[config.mk]
export PLATFORM = sky130hd
export DESIGN_NAME = exc_seq
export DESIGN_NICKNAME = d
export VERILOG_FILES = /design/src/rtl/exc_pkg.sv /design/src/rtl/exc_req_decode.sv /design/src/rtl/exc_beat_gen.sv /design/src/rtl/exc_core_status.sv /design/src/rtl/exc_seq.sv
export SDC_FILE = /design/constraint.sdc
export NUM_CORES = 1
export LEC_CHECK = 0
export ABC_AREA = 1
export BUFFER_PORTS_ARGS = -buffer_cell sky130_fd_sc_hd__buf_4
export CAP_MARGIN = 20
export CORE_MARGIN = 3
export CORE_UTILIZATION = 45
export CTS_CLUSTER_SIZE = 28
export DETAILED_ROUTE_END_ITERATION = 6
export GPL_TIMING_DRIVEN = 1
export PLACE_DENSITY = 0.65
export SYNTH_ARGS = -nofsm -noshare
export SYNTH_HDL_FRONTEND = slang
export SYNTH_SLANG_ARGS = --single-unit
[constraint.sdc]
create_clock -name clk -period 4.46 [get_ports clk]
set_input_delay 0.892 -clock clk [delete_from_list [all_inputs] [get_ports clk]]
set_output_delay 0.892 -clock clk [all_outputs]
set_load 0.02 [all_outputs]
[src/rtl/exc_pkg.sv]
package exc_pkg;
  typedef enum logic [2:0] {
    K_VECTOR  = 3'd0,
    K_SWTRAP  = 3'd1,
    K_OVFTRAP = 3'd2,
    K_RETURN  = 3'd3,
    K_STOP    = 3'd4
  } req_kind_e;

  typedef enum logic [1:0] {
    ACT_ENTRY  = 2'd0,
    ACT_RETURN = 2'd1,
    ACT_STOP   = 2'd2,
    ACT_NONE   = 2'd3
  } act_e;

  typedef enum logic [1:0] {
    ST_INIT = 2'd0,
    ST_RUN  = 2'd1,
    ST_STOP = 2'd2,
    ST_HALT = 2'd3
  } core_st_e;

  typedef enum logic {
    SQ_IDLE = 1'b0,
    SQ_BUS  = 1'b1
  } seq_e;
endpackage

[src/rtl/exc_req_decode.sv]
module exc_req_decode
  import exc_pkg::*;
#(
  parameter int VEC_W      = 8,
  parameter int TRAP_ARG_W = 4,
  parameter int TRAP_BASE  = 32,
  parameter int OVF_VEC    = 7
) (
  input  logic [2:0]       kind,
  input  logic [VEC_W-1:0] arg_vec,
  input  logic             ovf_flag,
  output act_e             act,
  output logic [VEC_W-1:0] vector
);
  always_comb begin
    act    = ACT_NONE;
    vector = '0;
    case (req_kind_e'(kind))
      K_VECTOR: begin
        act    = ACT_ENTRY;
        vector = arg_vec;
      end
      K_SWTRAP: begin
        act    = ACT_ENTRY;
        vector = VEC_W'(TRAP_BASE) + VEC_W'(arg_vec[TRAP_ARG_W-1:0]);
      end
      K_OVFTRAP: begin
        if (ovf_flag) begin
          act    = ACT_ENTRY;
          vector = VEC_W'(OVF_VEC);
        end
      end
      K_RETURN: act = ACT_RETURN;
      K_STOP:   act = ACT_STOP;
      default:  act = ACT_NONE;
    endcase
  end
endmodule

[src/rtl/exc_beat_gen.sv]
module exc_beat_gen
  import exc_pkg::*;
#(
  parameter int ADDR_W = 32,
  parameter int WORD_W = 16,
  parameter int STEP_W = 3
) (
  input  act_e                  act,
  input  logic [STEP_W-1:0]     step,
  input  logic [ADDR_W-1:0]     sp,
  input  logic [ADDR_W-1:0]     vbr,
  input  logic [ADDR_W-1:0]     off,
  input  logic [2*WORD_W-1:0]   pc,
  input  logic [WORD_W-1:0]     sr,
  output logic                  we,
  output logic [ADDR_W-1:0]     addr,
  output logic [WORD_W-1:0]     wdata,
  output logic                  last
);
  localparam int WB          = WORD_W / 8;
  localparam int WB_SH       = $clog2(WB);
  localparam int FRAME_WORDS = 4;
  localparam logic [ADDR_W-1:0] WBA = ADDR_W'(WB);

  always_comb begin
    we    = 1'b0;
    addr  = sp;
    wdata = sr;
    last  = 1'b0;
    if (act == ACT_ENTRY) begin
      case (step)
        STEP_W'(0): begin we = 1'b1; addr = sp - WBA;                 wdata = off[WORD_W-1:0]; end
        STEP_W'(1): begin we = 1'b1; addr = sp - (WBA << 1);          wdata = pc[WORD_W-1:0]; end
        STEP_W'(2): begin we = 1'b1; addr = sp - WBA - (WBA << 1);    wdata = pc[2*WORD_W-1:WORD_W]; end
        STEP_W'(3): begin we = 1'b1; addr = sp - (WBA << 2);          wdata = sr; end
        STEP_W'(4): addr = vbr + off;
        default: begin addr = vbr + off + WBA; last = 1'b1; end
      endcase
    end else begin
      addr = sp + (ADDR_W'(step) << WB_SH);
      last = (step == STEP_W'(FRAME_WORDS - 1));
    end
  end
endmodule

[src/rtl/exc_core_status.sv]
module exc_core_status
  import exc_pkg::*;
(
  input  logic     clk,
  input  logic     rst_n,
  input  logic     stop_evt,
  input  logic     halt_evt,
  output core_st_e st
);
  core_st_e st_d;

  always_comb begin
    st_d = st;
    case (st)
      ST_INIT: st_d = ST_RUN;
      ST_RUN: begin
        if (halt_evt)      st_d = ST_HALT;
        else if (stop_evt) st_d = ST_STOP;
      end
      default: st_d = st;
    endcase
  end

  always_ff @(posedge clk or negedge rst_n) begin
    if (!rst_n) st <= ST_INIT;
    else        st <= st_d;
  end

  p_init_leaves_r10: assert property (@(posedge clk) disable iff (!rst_n)
    st == ST_INIT |=> st == ST_RUN);
  p_stop_sticky_r7: assert property (@(posedge clk) disable iff (!rst_n)
    st == ST_STOP |=> st == ST_STOP);
  p_halt_sticky_r9: assert property (@(posedge clk) disable iff (!rst_n)
    st == ST_HALT |=> st == ST_HALT);
endmodule

[src/rtl/exc_seq.sv]
module exc_seq
  import exc_pkg::*;
#(
  parameter int ADDR_W     = 32,
  parameter int WORD_W     = 16,
  parameter int VEC_W      = 8,
  parameter int TRAP_ARG_W = 4,
  parameter int TRAP_BASE  = 32,
  parameter int OVF_VEC    = 7,
  parameter int OVF_BIT    = 1,
  parameter int SUP_BIT    = 13,
  parameter int TRC_BIT    = 15
) (
  input  logic                clk,
  input  logic                rst_n,
  input  logic                req_valid,
  input  logic [2:0]          req_kind,
  input  logic [WORD_W-1:0]   req_arg,
  input  logic [2*WORD_W-1:0] pc_in,
  input  logic [WORD_W-1:0]   sr_in,
  input  logic [ADDR_W-1:0]   vbr_in,
  input  logic [ADDR_W-1:0]   sp_in,
  output logic                busy,
  output logic                done,
  output logic                err,
  output logic [2*WORD_W-1:0] pc_out,
  output logic [WORD_W-1:0]   sr_out,
  output logic [ADDR_W-1:0]   sp_out,
  output logic [1:0]          status,
  output logic                mem_req,
  output logic                mem_we,
  output logic [ADDR_W-1:0]   mem_addr,
  output logic [WORD_W-1:0]   mem_wdata,
  input  logic [WORD_W-1:0]   mem_rdata,
  input  logic                mem_ready,
  input  logic                mem_err
);
  localparam int STEP_W   = 3;
  localparam int PC_W     = 2 * WORD_W;
  localparam int WB       = WORD_W / 8;
  localparam logic [ADDR_W-1:0] FRAME_BYTES = ADDR_W'(4 * WB);
  localparam logic [WORD_W-1:0] SUP_MASK = WORD_W'(1) << SUP_BIT;
  localparam logic [WORD_W-1:0] TRC_MASK = WORD_W'(1) << TRC_BIT;

  core_st_e            core_st;
  seq_e                sq_q, sq_d;
  logic [STEP_W-1:0]   step_q, step_d;
  act_e                act_q, dec_act;
  logic [VEC_W-1:0]    dec_vec;
  logic [ADDR_W-1:0]   off_q, sp_c, vbr_c;
  logic [PC_W-1:0]     pc_c;
  logic [WORD_W-1:0]   sr_c;
  logic [WORD_W-1:0]   hi_q, lo_q, popsr_q;
  logic                accept, beat_ack, beat_last;
  logic                done_d, err_d, res_en, stop_evt, halt_evt;
  logic [PC_W-1:0]     res_pc;
  logic [WORD_W-1:0]   res_sr;
  logic [ADDR_W-1:0]   res_sp;

  exc_req_decode #(
    .VEC_W(VEC_W), .TRAP_ARG_W(TRAP_ARG_W), .TRAP_BASE(TRAP_BASE), .OVF_VEC(OVF_VEC)
  ) u_dec (
    .kind(req_kind), .arg_vec(req_arg[VEC_W-1:0]), .ovf_flag(sr_in[OVF_BIT]),
    .act(dec_act), .vector(dec_vec)
  );

  exc_beat_gen #(.ADDR_W(ADDR_W), .WORD_W(WORD_W), .STEP_W(STEP_W)) u_beat (
    .act(act_q), .step(step_q), .sp(sp_c), .vbr(vbr_c), .off(off_q),
    .pc(pc_c), .sr(sr_c), .we(mem_we), .addr(mem_addr), .wdata(mem_wdata),
    .last(beat_last)
  );

  exc_core_status u_st (
    .clk(clk), .rst_n(rst_n), .stop_evt(stop_evt), .halt_evt(halt_evt), .st(core_st)
  );

  assign status   = core_st;
  assign accept   = req_valid && (sq_q == SQ_IDLE) && (core_st == ST_RUN);
  assign mem_req  = (sq_q == SQ_BUS);
  assign beat_ack = mem_req && mem_ready && !mem_err;
  assign busy     = accept || (sq_q == SQ_BUS);

  // Next-state and result selection
  always_comb begin
    sq_d     = sq_q;
    step_d   = step_q;
    done_d   = 1'b0;
    err_d    = 1'b0;
    res_en   = 1'b0;
    res_pc   = pc_c;
    res_sr   = sr_c;
    res_sp   = sp_c;
    stop_evt = 1'b0;
    halt_evt = 1'b0;
    if (accept) begin
      case (dec_act)
        ACT_ENTRY, ACT_RETURN: begin
          sq_d   = SQ_BUS;
          step_d = '0;
        end
        ACT_STOP: begin
          done_d   = 1'b1;
          res_en   = 1'b1;
          res_pc   = pc_in;
          res_sr   = req_arg;
          res_sp   = sp_in;
          stop_evt = 1'b1;
        end
        default: begin
          done_d = 1'b1;
          res_en = 1'b1;
          res_pc = pc_in;
          res_sr = sr_in;
          res_sp = sp_in;
        end
      endcase
    end else if (sq_q == SQ_BUS) begin
      if (mem_err) begin
        sq_d     = SQ_IDLE;
        done_d   = 1'b1;
        err_d    = 1'b1;
        res_en   = 1'b1;
        halt_evt = 1'b1;
      end else if (mem_ready) begin
        if (beat_last) begin
          sq_d   = SQ_IDLE;
          done_d = 1'b1;
          res_en = 1'b1;
          if (act_q == ACT_ENTRY) begin
            res_pc = {hi_q, mem_rdata};
            res_sr = (sr_c | SUP_MASK) & ~TRC_MASK;
            res_sp = sp_c - FRAME_BYTES;
          end else begin
            res_pc = {hi_q, lo_q};
            res_sr = popsr_q;
            res_sp = sp_c + FRAME_BYTES;
          end
        end else begin
          step_d = step_q + STEP_W'(1);
        end
      end
    end
  end

  // Control registers
  always_ff @(posedge clk or negedge rst_n) begin
    if (!rst_n) begin
      sq_q   <= SQ_IDLE;
      step_q <= '0;
      done   <= 1'b0;
      err    <= 1'b0;
    end else begin
      sq_q   <= sq_d;
      step_q <= step_d;
      done   <= done_d;
      err    <= err_d;
    end
  end

  // Request capture, enabled on accept
  always_ff @(posedge clk or negedge rst_n) begin
    if (!rst_n) begin
      act_q <= ACT_NONE;
      off_q <= '0;
      pc_c  <= '0;
      sr_c  <= '0;
      sp_c  <= '0;
      vbr_c <= '0;
    end else if (accept) begin
      act_q <= dec_act;
      off_q <= {{(ADDR_W-VEC_W-2){1'b0}}, dec_vec, 2'b00};
      pc_c  <= pc_in;
      sr_c  <= sr_in;
      sp_c  <= sp_in;
      vbr_c <= vbr_in;
    end
  end

  // Read-data capture, enabled on acknowledged beats
  always_ff @(posedge clk or negedge rst_n) begin
    if (!rst_n) begin
      hi_q    <= '0;
      lo_q    <= '0;
      popsr_q <= '0;
    end else if (beat_ack) begin
      if (act_q == ACT_ENTRY) begin
        if (step_q == STEP_W'(4)) hi_q <= mem_rdata;
      end else begin
        if (step_q == STEP_W'(0)) popsr_q <= mem_rdata;
        if (step_q == STEP_W'(1)) hi_q    <= mem_rdata;
        if (step_q == STEP_W'(2)) lo_q    <= mem_rdata;
      end
    end
  end

  // Result registers, enabled at completion
  always_ff @(posedge clk or negedge rst_n) begin
    if (!rst_n) begin
      pc_out <= '0;
      sr_out <= '0;
      sp_out <= '0;
    end else if (res_en) begin
      pc_out <= res_pc;
      sr_out <= res_sr;
      sp_out <= res_sp;
    end
  end

  p_quiet_unless_run_r1: assert property (@(posedge clk) disable iff (!rst_n)
    core_st != ST_RUN |-> !mem_req && !busy);
  p_hold_beat_r8: assert property (@(posedge clk) disable iff (!rst_n)
    mem_req && !mem_ready && !mem_err |=> mem_req && $stable(mem_addr)
      && $stable(mem_we) && $stable(mem_wdata));
  p_entry_sr_r4: assert property (@(posedge clk) disable iff (!rst_n)
    done && !err && act_q == ACT_ENTRY |-> sr_out[SUP_BIT] && !sr_out[TRC_BIT]);
  p_entry_sp_r2: assert property (@(posedge clk) disable iff (!rst_n)
    done && !err && act_q == ACT_ENTRY |-> sp_out == sp_c - FRAME_BYTES);
  p_err_halts_r9: assert property (@(posedge clk) disable iff (!rst_n)
    err |-> done && core_st == ST_HALT);
  p_done_pulse_r10: assert property (@(posedge clk) disable iff (!rst_n)
    done |=> !done);
  p_busy_ends_done_r10: assert property (@(posedge clk) disable iff (!rst_n)
    $fell(busy) |-> done);
endmodule

### After elaboration in Yosys (flattened, before gate mapping)

Cells that the tools add are included.

| cells by class | value |
|---|---|
| multiplexer cells | 62 |
| reduce and logical (&&, ||, !) cells | 24 |
| equality and inequality tests | 16 |
| bitwise gates (word level) | 2 |
| $add $sub $neg | 10 |

Operator list:

| kind | count |
|---|---|
| 32-bit two-way mux | 14 |
| 16-bit two-way mux | 11 |
| 32-bit one-hot mux with 5 select lines | 1 |
| 32-bit by 3-bit subtractor with 32-bit output (second input constant) | 2 |
| 16-bit one-hot mux with 3 select lines | 1 |
| 32-bit by 10-bit adder with 32-bit output | 1 |
| 32-bit by 2-bit adder with 32-bit output (second input constant) | 1 |
| 32-bit by 4-bit adder with 32-bit output | 1 |
| 32-bit by 4-bit adder with 32-bit output (second input constant) | 1 |
| 16-bit one-hot mux with 2 select lines | 1 |
| 32-bit by 2-bit subtractor with 32-bit output (second input constant) | 1 |
| 32-bit by 4-bit subtractor with 32-bit output (second input constant) | 1 |
| 8-bit one-hot mux with 3 select lines | 1 |
| 1-bit two-way mux | 21 |
| 3-bit two-way mux | 7 |
| 3-bit by 2-bit == test with 1-bit output (second input constant) | 4 |
| 3-bit AND reduction | 3 |
| 2-bit one-hot mux with 4 select lines | 1 |
| 2-bit nonzero test | 4 |
| 6-bit by 4-bit adder with 7-bit output (first input constant) | 1 |
| 3-bit by 1-bit == test with 1-bit output (second input constant) | 2 |
| 3-bit == test (second input constant) | 2 |
| 2-bit logical NOT | 3 |
| 3-bit logical NOT | 2 |
| 17 further kinds | 27 |

| word-level totals | value |
|---|---|
| input bits | 152 |
| logic and storage cells | 131 |
| register bits after elaboration | 258 |
| output and inout bits | 135 |

### Longest topological paths before layout

Gate-level depths: netlist of the first run.

| depth | value |
|---|---|
| depth in word-level cells | 9 |
| depth in mapped cells | 22 |
| mapped depth without buffers | 22 |

### By module

From an unflattened synthesis of the first run, not the netlist that was laid out.

| unflattened totals | value |
|---|---|
| cell total of the unflattened synthesis | 3451 |
| area total of the unflattened synthesis | 21793.4 µm² |

Modules (own cells, without submodules):

| module | seq. area each (µm²) | area an instance (µm²) | cells each | instances |
|---|---|---|---|---|
| exc_seq | 6408.6 | 12991.2 | 1668 | 1 |
| exc_beat_gen | 0.0 | 8594.5 | 1742 | 1 |
| exc_req_decode | 0.0 | 122.6 | 30 | 1 |
| exc_core_status | 50.0 | 85.1 | 11 | 1 |

### Least setup slack after synthesis of the first run

No wires, ideal clock.

| path | value |
|---|---|
| path kind | reg-to-output |
| from | register off_q[2] |
| to | output mem_addr[20] |
| required time | 3.568 ns |
| buffers on the path | 0 |
| slack | 0.803 ns |
| cell stages (with the launch flop) | 15 |
| data arrival time | 2.765 ns |
| cells stage by stage | dfrtp_1 > ha_1 > fa_1 > nand3_1 > nor2_1 > nand3_1 > nor2_1 > nand2_1 > nor2_2 > nand3_2 > nor2_2 > nand2_1 > a21oi_1 > nor2_1 > nor2_1 |

| between the ends | value |
|---|---|
| cells in the longest elaborated chain, start to end | 4 |

RTL lines:

| element | line | text |
|---|---|---|
| start, declared | exc_seq.sv:50 | `logic [ADDR_W-1:0] off_q, sp_c, vbr_c;` |
| start signal, assigned | exc_seq.sv:171 | `off_q <= {{(ADDR_W-VEC_W-2){1'b0}}, dec_vec, 2'b00};` |
| 32-bit by 10-bit adder with 32-bit output (*) | exc_beat_gen.sv:36, exc_beat_gen.sv:37 |  |
| 32-bit by 2-bit adder with 32-bit output | exc_beat_gen.sv:37 | `default: begin addr = vbr + off + WBA; last = 1'b1; end` |
| 32-bit one-hot mux with 5 select lines (*) | exc_beat_gen.sv:31 | `case (step)` |
| 32-bit two-way mux (*) | exc_beat_gen.sv:30 | `if (act == ACT_ENTRY) begin` |
| end, declared | exc_seq.sv:32 | `output logic [ADDR_W-1:0] mem_addr,` |

Every way passes the cells marked *; elsewhere a longest branch is shown, timed or not.

### Worst setup path after layout of the first run

| path | value |
|---|---|
| from | register vbr_c[2] |
| to | output mem_addr[12] |

| between the ends | value |
|---|---|
| cells in the longest elaborated chain, start to end | 4 |

RTL lines:

| element | line | text |
|---|---|---|
| start, declared | exc_seq.sv:50 |  |
| start signal, assigned | exc_seq.sv:175 | `vbr_c <= vbr_in;` |
| 32-bit by 10-bit adder with 32-bit output (*) | exc_beat_gen.sv:36, exc_beat_gen.sv:37 |  |
| 32-bit by 2-bit adder with 32-bit output | exc_beat_gen.sv:37 |  |
| 32-bit one-hot mux with 5 select lines (*) | exc_beat_gen.sv:31 |  |
| 32-bit two-way mux (*) | exc_beat_gen.sv:30 |  |

Marked as above.

==> impl_metrics.json, run 1 <==
{
  "outcome": "complete, no violations",
  "postRouteAntennaNets": 0,
  "regArea_sq_um": 6470,
  "slew_violations": 0,
  "synth_top_area_frac": 0.328,
  "clk_latency_ns": 0.63,
  "post-dp-hpwl_microns": 67900,
  "cts_buffers": 30,
  "coreArea_sq_um": 42400,
  "syn_to_final_growth_pct": 27.8,
  "timing.max_cap.violations": 0,
  "period_share": 0.994,
  "multi_input_area_sq_um": 12200,
  "cts_sinks": 258,
  "finalHoldViolCount": 0,
  "grt_max_degree": 113,
  "place_area_sq_um": 22500,
  "die_w_microns": 214,
  "min_period_ns": 4.43,
  "layout_common_cells": "830 x nand2_1, 415 x buf_4, 339 x o21ai_0, 257 x inv_1, 244 x dfrtp_1",
  "die-height_microns": 214,
  "via_count": 23000,
  "synth_largest_area_cell": "dfrtp_1",
  "synth_xor_area_frac": 0.0382,
  "grt_usage": 0.368,
  "yosys.area_share.simple": 0.323,
  "syn_inst": 3009,
  "grt_pass1_wl_microns": 132000,
  "drtIter0Drc": 2469,
  "synth_fa_ha_area_frac": 0.0162,
  "gp_congestion": 0.981,
  "synth_nets": 3185,
  "holdBufCountCts": 0,
  "ios": 287,
  "nNetsFinal": 3484,
  "root_buffer": "clkbuf_16",
  "synth_top_family_by_area": "simple AND/OR/NAND/NOR gates",
  "rows": 75,
  "yosys_most_used_dff": "dfrtp_1",
  "ir_drop_v": 0.000541,
  "drive_above_1_share": 0.218,
  "endpoint_kind": "primary output",
  "wl_per_cell_microns": 22.9,
  "synth_area_per_cell_sq_um": 6.48,
  "worst_r2r_startpoint": "step_q[1]$_DFFE_PN0P_",
  "drc_errors": 0,
  "num_antenna_cells": 0,
  "fin_setup_tns_ns": 0,
  "final.setup_skew_ns": 0.0270,
  "htreeDepth": 1,
  "n_fill_cell": 4168,
  "finalInstanceArea_sq_um": 24900,
  "drt-pass1-iter-count": 6,
  "synthMuxAreaShare": 0,
  "wirelength_microns": 89600,
  "pre_cts_ws_ns": 0.209,
  "worst_slack_ns": 0.0261,
  "ys_types": 56,
  "powerDensity_nw_per_um2": 813,
  "syn-cell-area_sq_um": 19500,
  "slew_headroom": 0.388,
  "cp-startpoint": "vbr_c[2]$_DFFE_PN0P_",
  "synth_seq_cells": 258,
  "overflow": 0,
  "rsz0062_at_grt": "yes",
  "antenna_found_initial": 0,
  "cts_tree": "built",
  "vias_per_cell": 5.89,
  "ys_warn_count": 0,
  "synth_edf_count": 0,
  "cts_buffer_depth": 3,
  "synth_compound_area_frac": 0.199,
  "yosysSeqAreaShare": 0.331,
  "setup_viol": 0,
  "worst_pin_slew_ns": 0.915,
  "final_common_cell": "nand2_1",
  "critPathKind": "reg -> out",
  "cp_data_required_time_ns": 3.57,
  "power.leakage_nw": 11.4,
  "hold_class": "in -> async",
  "grt_pass1_vias": 21900,
  "die_area_sq_um": 45900,
  "startpoint_type": "flip-flop",
  "critPathMaxFanout": 8,
  "clk_pin_slew_ns": 0.06,
  "synth_area_leaders": "dfrtp_1 33%, nand2_1 17%, o21ai_0 8.8%",
  "arrival_ns": 3.54,
  "max_freq_mhz": 226,
  "io_buffers": 286,
  "synthArstFlopShare": 1.00,
  "initial_utilization": 0.460
}
[synth_stat cells, drive strengths merged, types with 2 or more instances]
cell       n
a221oi    10
xor2      76
a41oi      7
a31oi     72
o21bai     4
o21ai    353
or2        7
nor4       7
clkinv     6
a21o       3
nand2    902
clkbuf   100
nor3      27
nor3b      3
nand3b     4
nand4     37
nand3    209
dfrtp    256
inv      276
o211ai    22
dfstp      2
o221ai     7
ha        22
a22oi     51
o22ai     21
nor2     317
a211oi     7
a32o       2
buf       67
and2       5
fa         2
a21oi     97
xnor2      9
o2111ai    4
o31ai      8
[flip-flops by register name, summed over array words and instances (netlist names), 16 cells and up]
signal	flops
sr_c	16
sr_out	16
pc_out	32
vbr_c	32
hi_q	16
pc_c	32
sp_out	32
lo_q	16
sp_c	32
popsr_q	16
[power breakdown]
group          switching (W)  internal [W]  leakage [nW]  total [W]
Combinational        0.00867       0.00450          7.75     0.0132
Sequential           0.00105       0.00343          3.11    0.00447
Clock                0.00110       0.00155         0.516    0.00265
[per-layer routing]
metal  global-route usage  share of wire  wire [microns]
met5                    0              0               0
met4                0.212          0.073            6580
met3               0.0465          0.074            6670
met2                0.611           0.47           41900
met1                0.463           0.38           34400
[through the flow]
step | power (W) | std cells | hold slack (ns) | utilization
2_1_floorplan | 0.0113 | 3009 | 0.448 | -
4_1_cts | 0.0193 | 3872 | 0.280 | 0.567
3_5_place_dp | 0.0162 | 3804 | 0.468 | 0.531
5_1_grt | 0.0214 | 3907 | 0.296 | 0.588
3_3_place_gp | 0.0161 | 3804 | 0.466 | 0.531
6_report | 0.0203 | 3907 | 0.256 | 0.588
[path summary, 6_finish.rpt]
| kind | endpoint | slack (ns) | depth (start not counted) |
|---|---|---|---|
| min in group clk | vbr_c[5]$_DFFE_PN0P_ | 0.46 | 3 |
| max reg2reg | sr_out[13]$_DFFE_PN0P_ | 0.86 | 17 |
| max | mem_addr[12] | 0.03 | 17 |
| max in group asynchronous | act_q[0]$_DFFE_PN1P_ | 3.20 | 2 |
| min reg2reg | hi_q[9]$_DFFE_PN0P_ | 0.48 | 2 |
| min | vbr_c[19]$_DFFE_PN0P_ | 0.26 | 1 |
[worst max-delay path: stages (launching register included)]
cell	delay, ns
dfrtp_1	0.41
ha_4	0.18
fa_2	0.38
nand2_4	0.10
nand2_4	0.07
nand3_4	0.15
nand2_4	0.10
buf_6	0.17
nand2_2	0.08
nand2_4	0.08
nand3_4	0.11
nor2_4	0.06
buf_4	0.13
xnor2_1	0.12
o21ai_0	0.10
nor2_1	0.38
a21oi_1	0.12
buf_4	0.19
[kinds of logic after synthesis]
group | count (synthesis)
flops | 258
buf+inv | 450
fa+ha+maj | 24
simple gates | 1518
compound gates | 674
xor+xnor | 85
[cell type report]
type	instances	share of cell area
sequential	258	0.260
tap	577	0.0289
multi-input combinational	2303	0.490
timing repair buffer	433	0.136
inverter	282	0.0432
clock buffer	46	0.0373
clock inverter	8	0.00487
[repair_timing]
item                                    4_1_cts  5_1_grt
pin swaps                                    19       43
gates resized for setup                      88      177
buffers inserted                             11       34
gates cloned                                  3        1
endpoints found under the setup margin       22       26
(Power assumes the default switching activity.)
==> run 2, diff against run 1 <==
--- a/config.mk
+++ b/config.mk
@@ -12,6 +12,7 @@
 export CORE_UTILIZATION = 45
 export CTS_CLUSTER_SIZE = 28
 export DETAILED_ROUTE_END_ITERATION = 6
+export GPL_ROUTABILITY_DRIVEN = 1
 export GPL_TIMING_DRIVEN = 1
 export PLACE_DENSITY = 0.65
 export SYNTH_ARGS = -nofsm -noshare
==> constraint.sdc (replaced) <==
create_clock -name clk -period 4.3 [get_ports clk]
set_input_delay 0.86 -clock clk [delete_from_list [all_inputs] [get_ports clk]]
set_output_delay 0.86 -clock clk [all_outputs]
set_load 0.02 [all_outputs]
==> run 2 against run 1 <==
Effect of this change:
- the flow now finishes with violations (setup timing)
- highest routed layer is now met5
- core utilization increased by 1.0 points
- design area grew 1.8%
- register-to-register slack got worse by 0.10 ns
- clock skew fell by 0.010 ns
- combinational power up 7%
- clock power fell by 4%
- power rose by 5.2%
- via count is 0.15% lower
- count of clock-buffer cells in the layout shrank 1
==> impl_metrics.json, run 2 (synthesis gave the netlist of run 1 again) <==
{
  "outcome": "finished with violations",
  "violations": "setup timing",
  "post-dp-hpwl_microns": 67200,
  "regArea_sq_um": 6470,
  "hold_class": "in -> async",
  "via_count": 23000,
  "timing.hold.ws_ns": 0.290,
  "powerDensity_nw_per_um2": 840,
  "cts_buffer_depth": 3,
  "critPathKind": "reg -> out",
  "die_area_sq_um": 45900,
  "coreArea_sq_um": 42400,
  "worstReg2RegEnd": "sp_out[6]$_DFFE_PN0P_",
  "overflow": 0,
  "arrival_ns": 3.44,
  "critPathMaxFanout": 6,
  "min_period_ns": 4.30,
  "clk_latency_ns": 0.59,
  "cts_buffers": 30,
  "postRouteAntennaNets": 0,
  "timing.max_cap.violations": 0,
  "grt_pass1_wl_microns": 132000,
  "htreeDepth": 1,
  "power.leakage_nw": 11.6,
  "path_cells": "ha_4 -> fa_2 -> nand3_4 -> nor2_4 -> nand3_2 -> nor2_4 -> nand2_4 -> nor2_4 -> nand3_4 -> nor2_4 -> xor2_1 -> nand2_1 -> nand3_2 -> nand2_2 -> buf_6",
  "drtIter0Drc": 2379,
  "clk_pin_slew_ns": 0.08,
  "io_buffers": 286,
  "cp_data_required_time_ns": 3.44,
  "final_common_cell": "nand2_1",
  "rsz0062_at_grt": "yes",
  "pre_cts_ws_ns": 0.122,
  "worst_slack_ns": -0.00161,
  "finalHoldViolCount": 0,
  "gp_congestion": 0.991,
  "layout_common_cells": "808 x nand2_1, 445 x buf_4, 328 x o21ai_0, 253 x inv_1, 245 x dfrtp_1",
  "utilization": 0.598,
  "slew_headroom": 0.363,
  "worst_pin_slew_ns": 0.952,
  "worst_r2r_startpoint": "step_q[1]$_DFFE_PN0P_",
  "syn_to_final_growth_pct": 30.1,
  "nNetsFinal": 3520,
  "slowest_delay_ns": 0.57,
  "drt-pass1-iter-count": 6,
  "antenna_found_initial": 1,
  "die-height_microns": 214,
  "rows": 75,
  "ios": 287,
  "wl_per_cell_microns": 22.6,
  "setup_viol": 1,
  "initial_utilization": 0.460,
  "period_share": 1.00,
  "ir_drop_v": 0.000678,
  "endpoint_kind": "primary output",
  "r2r_cells": 18,
  "crit_slowest_cell": "fa_2",
  "vias_per_cell": 5.83,
  "grt_usage": 0.368,
  "drive_above_1_share": 0.243,
  "slew_violations": 0,
  "max_freq_mhz": 232,
  "drc_errors": 0,
  "startpoint_type": "flip-flop",
  "finalPower_w": 0.0213,
  "wirelength_microns": 88900,
  "die_w_microns": 214,
  "multi_input_area_sq_um": 12500,
  "grt_pass1_vias": 22100,
  "rrSetupSlack_ns": 0.76,
  "final.setup_skew_ns": 0.0168,
  "cts_sinks": 258,
  "cts_tree": "built",
  "root_buffer": "clkbuf_16",
  "fin_setup_tns_ns": -0.00161,
  "num_antenna_cells": 0,
  "grt_max_degree": 103,
  "crit_path_frequent_cell": "nor2_4",
  "n_fill_cell": 4048
}
-- run 2: through the flow --
stage / cell area, sq um / std cells
4_1_cts: 24300 / 3901
2_1_floorplan: 19500 / 3009
3_3_place_gp: 22600 / 3819
3_5_place_dp: 22600 / 3819
6_report: 25400 / 3941
5_1_grt: 25400 / 3941
-- run 2: repair_timing --
item / 4_1_cts / 5_1_grt
gates cloned: 3 / 0
resized for setup: 138 / 209
buffers inserted: 27 / 40
pin swaps: 41 / 86
endpoints found under the setup margin: 25 / 25
hold buffers: 0 / 0
-- run 2: critical path: cells and delay by family, from the launching register on --
kind,cells,cell delay [ns]
buf+inv,1,0.13
fa+ha+maj,2,0.75
xor+xnor,1,0.21
flops,1,0.41
simple gates,11,1.36
-- run 2: area by class of cell --
class / instances / share of cell area
Clock inverter: 7 / 0.00291
Sequential cell: 258 / 0.255
Clock buffer: 45 / 0.0346
Multi-Input combinational cell: 2303 / 0.491
Tap cell: 577 / 0.0284
Inverter: 282 / 0.0421
Timing Repair Buffer: 469 / 0.146
-- run 2: worst max-delay path by stage --
stage / from / to / slack (ns) / cells after the start
after detailed placement: off_q[2]$_DFFE_PN0P_ / mem_addr[23] / 0.12 / 21
final: off_q[2]$_DFFE_PN0P_ / mem_addr[22] / -0.002 / 15
after floorplan: off_q[2]$_DFFE_PN0P_ / mem_addr[20] / 0.68 / 14
after CTS: vbr_c[2]$_DFFE_PN0P_ / mem_addr[23] / -0.01 / 18
after global routing: vbr_c[2]$_DFFE_PN0P_ / mem_addr[29] / -0.16 / 21
after global placement: sp_c[3]$_DFFE_PN0P_ / mem_addr[31] / 0.16 / 18
-- run 2: power by group --
part | internal, W | switching [W] | total, W
combinational | 0.00496 | 0.00912 | 0.0141
sequential | 0.00355 | 0.00115 | 0.00470
clock | 0.00146 | 0.00109 | 0.00255
total | 0.00998 | 0.0114 | 0.0213
-- run 2: per-layer routing --
| layer | GRT usage | vias to the layer above | part of all wire |
|---|---|---|---|
| met5 | 0 | - | 0.00019 |
| met4 | 0.218 | 2 | 0.073 |
| met3 | 0.0439 | 273 | 0.065 |
| met2 | 0.615 | 1086 | 0.47 |
| met1 | 0.459 | 11000 | 0.39 |
| li1 | - | 10600 | - |
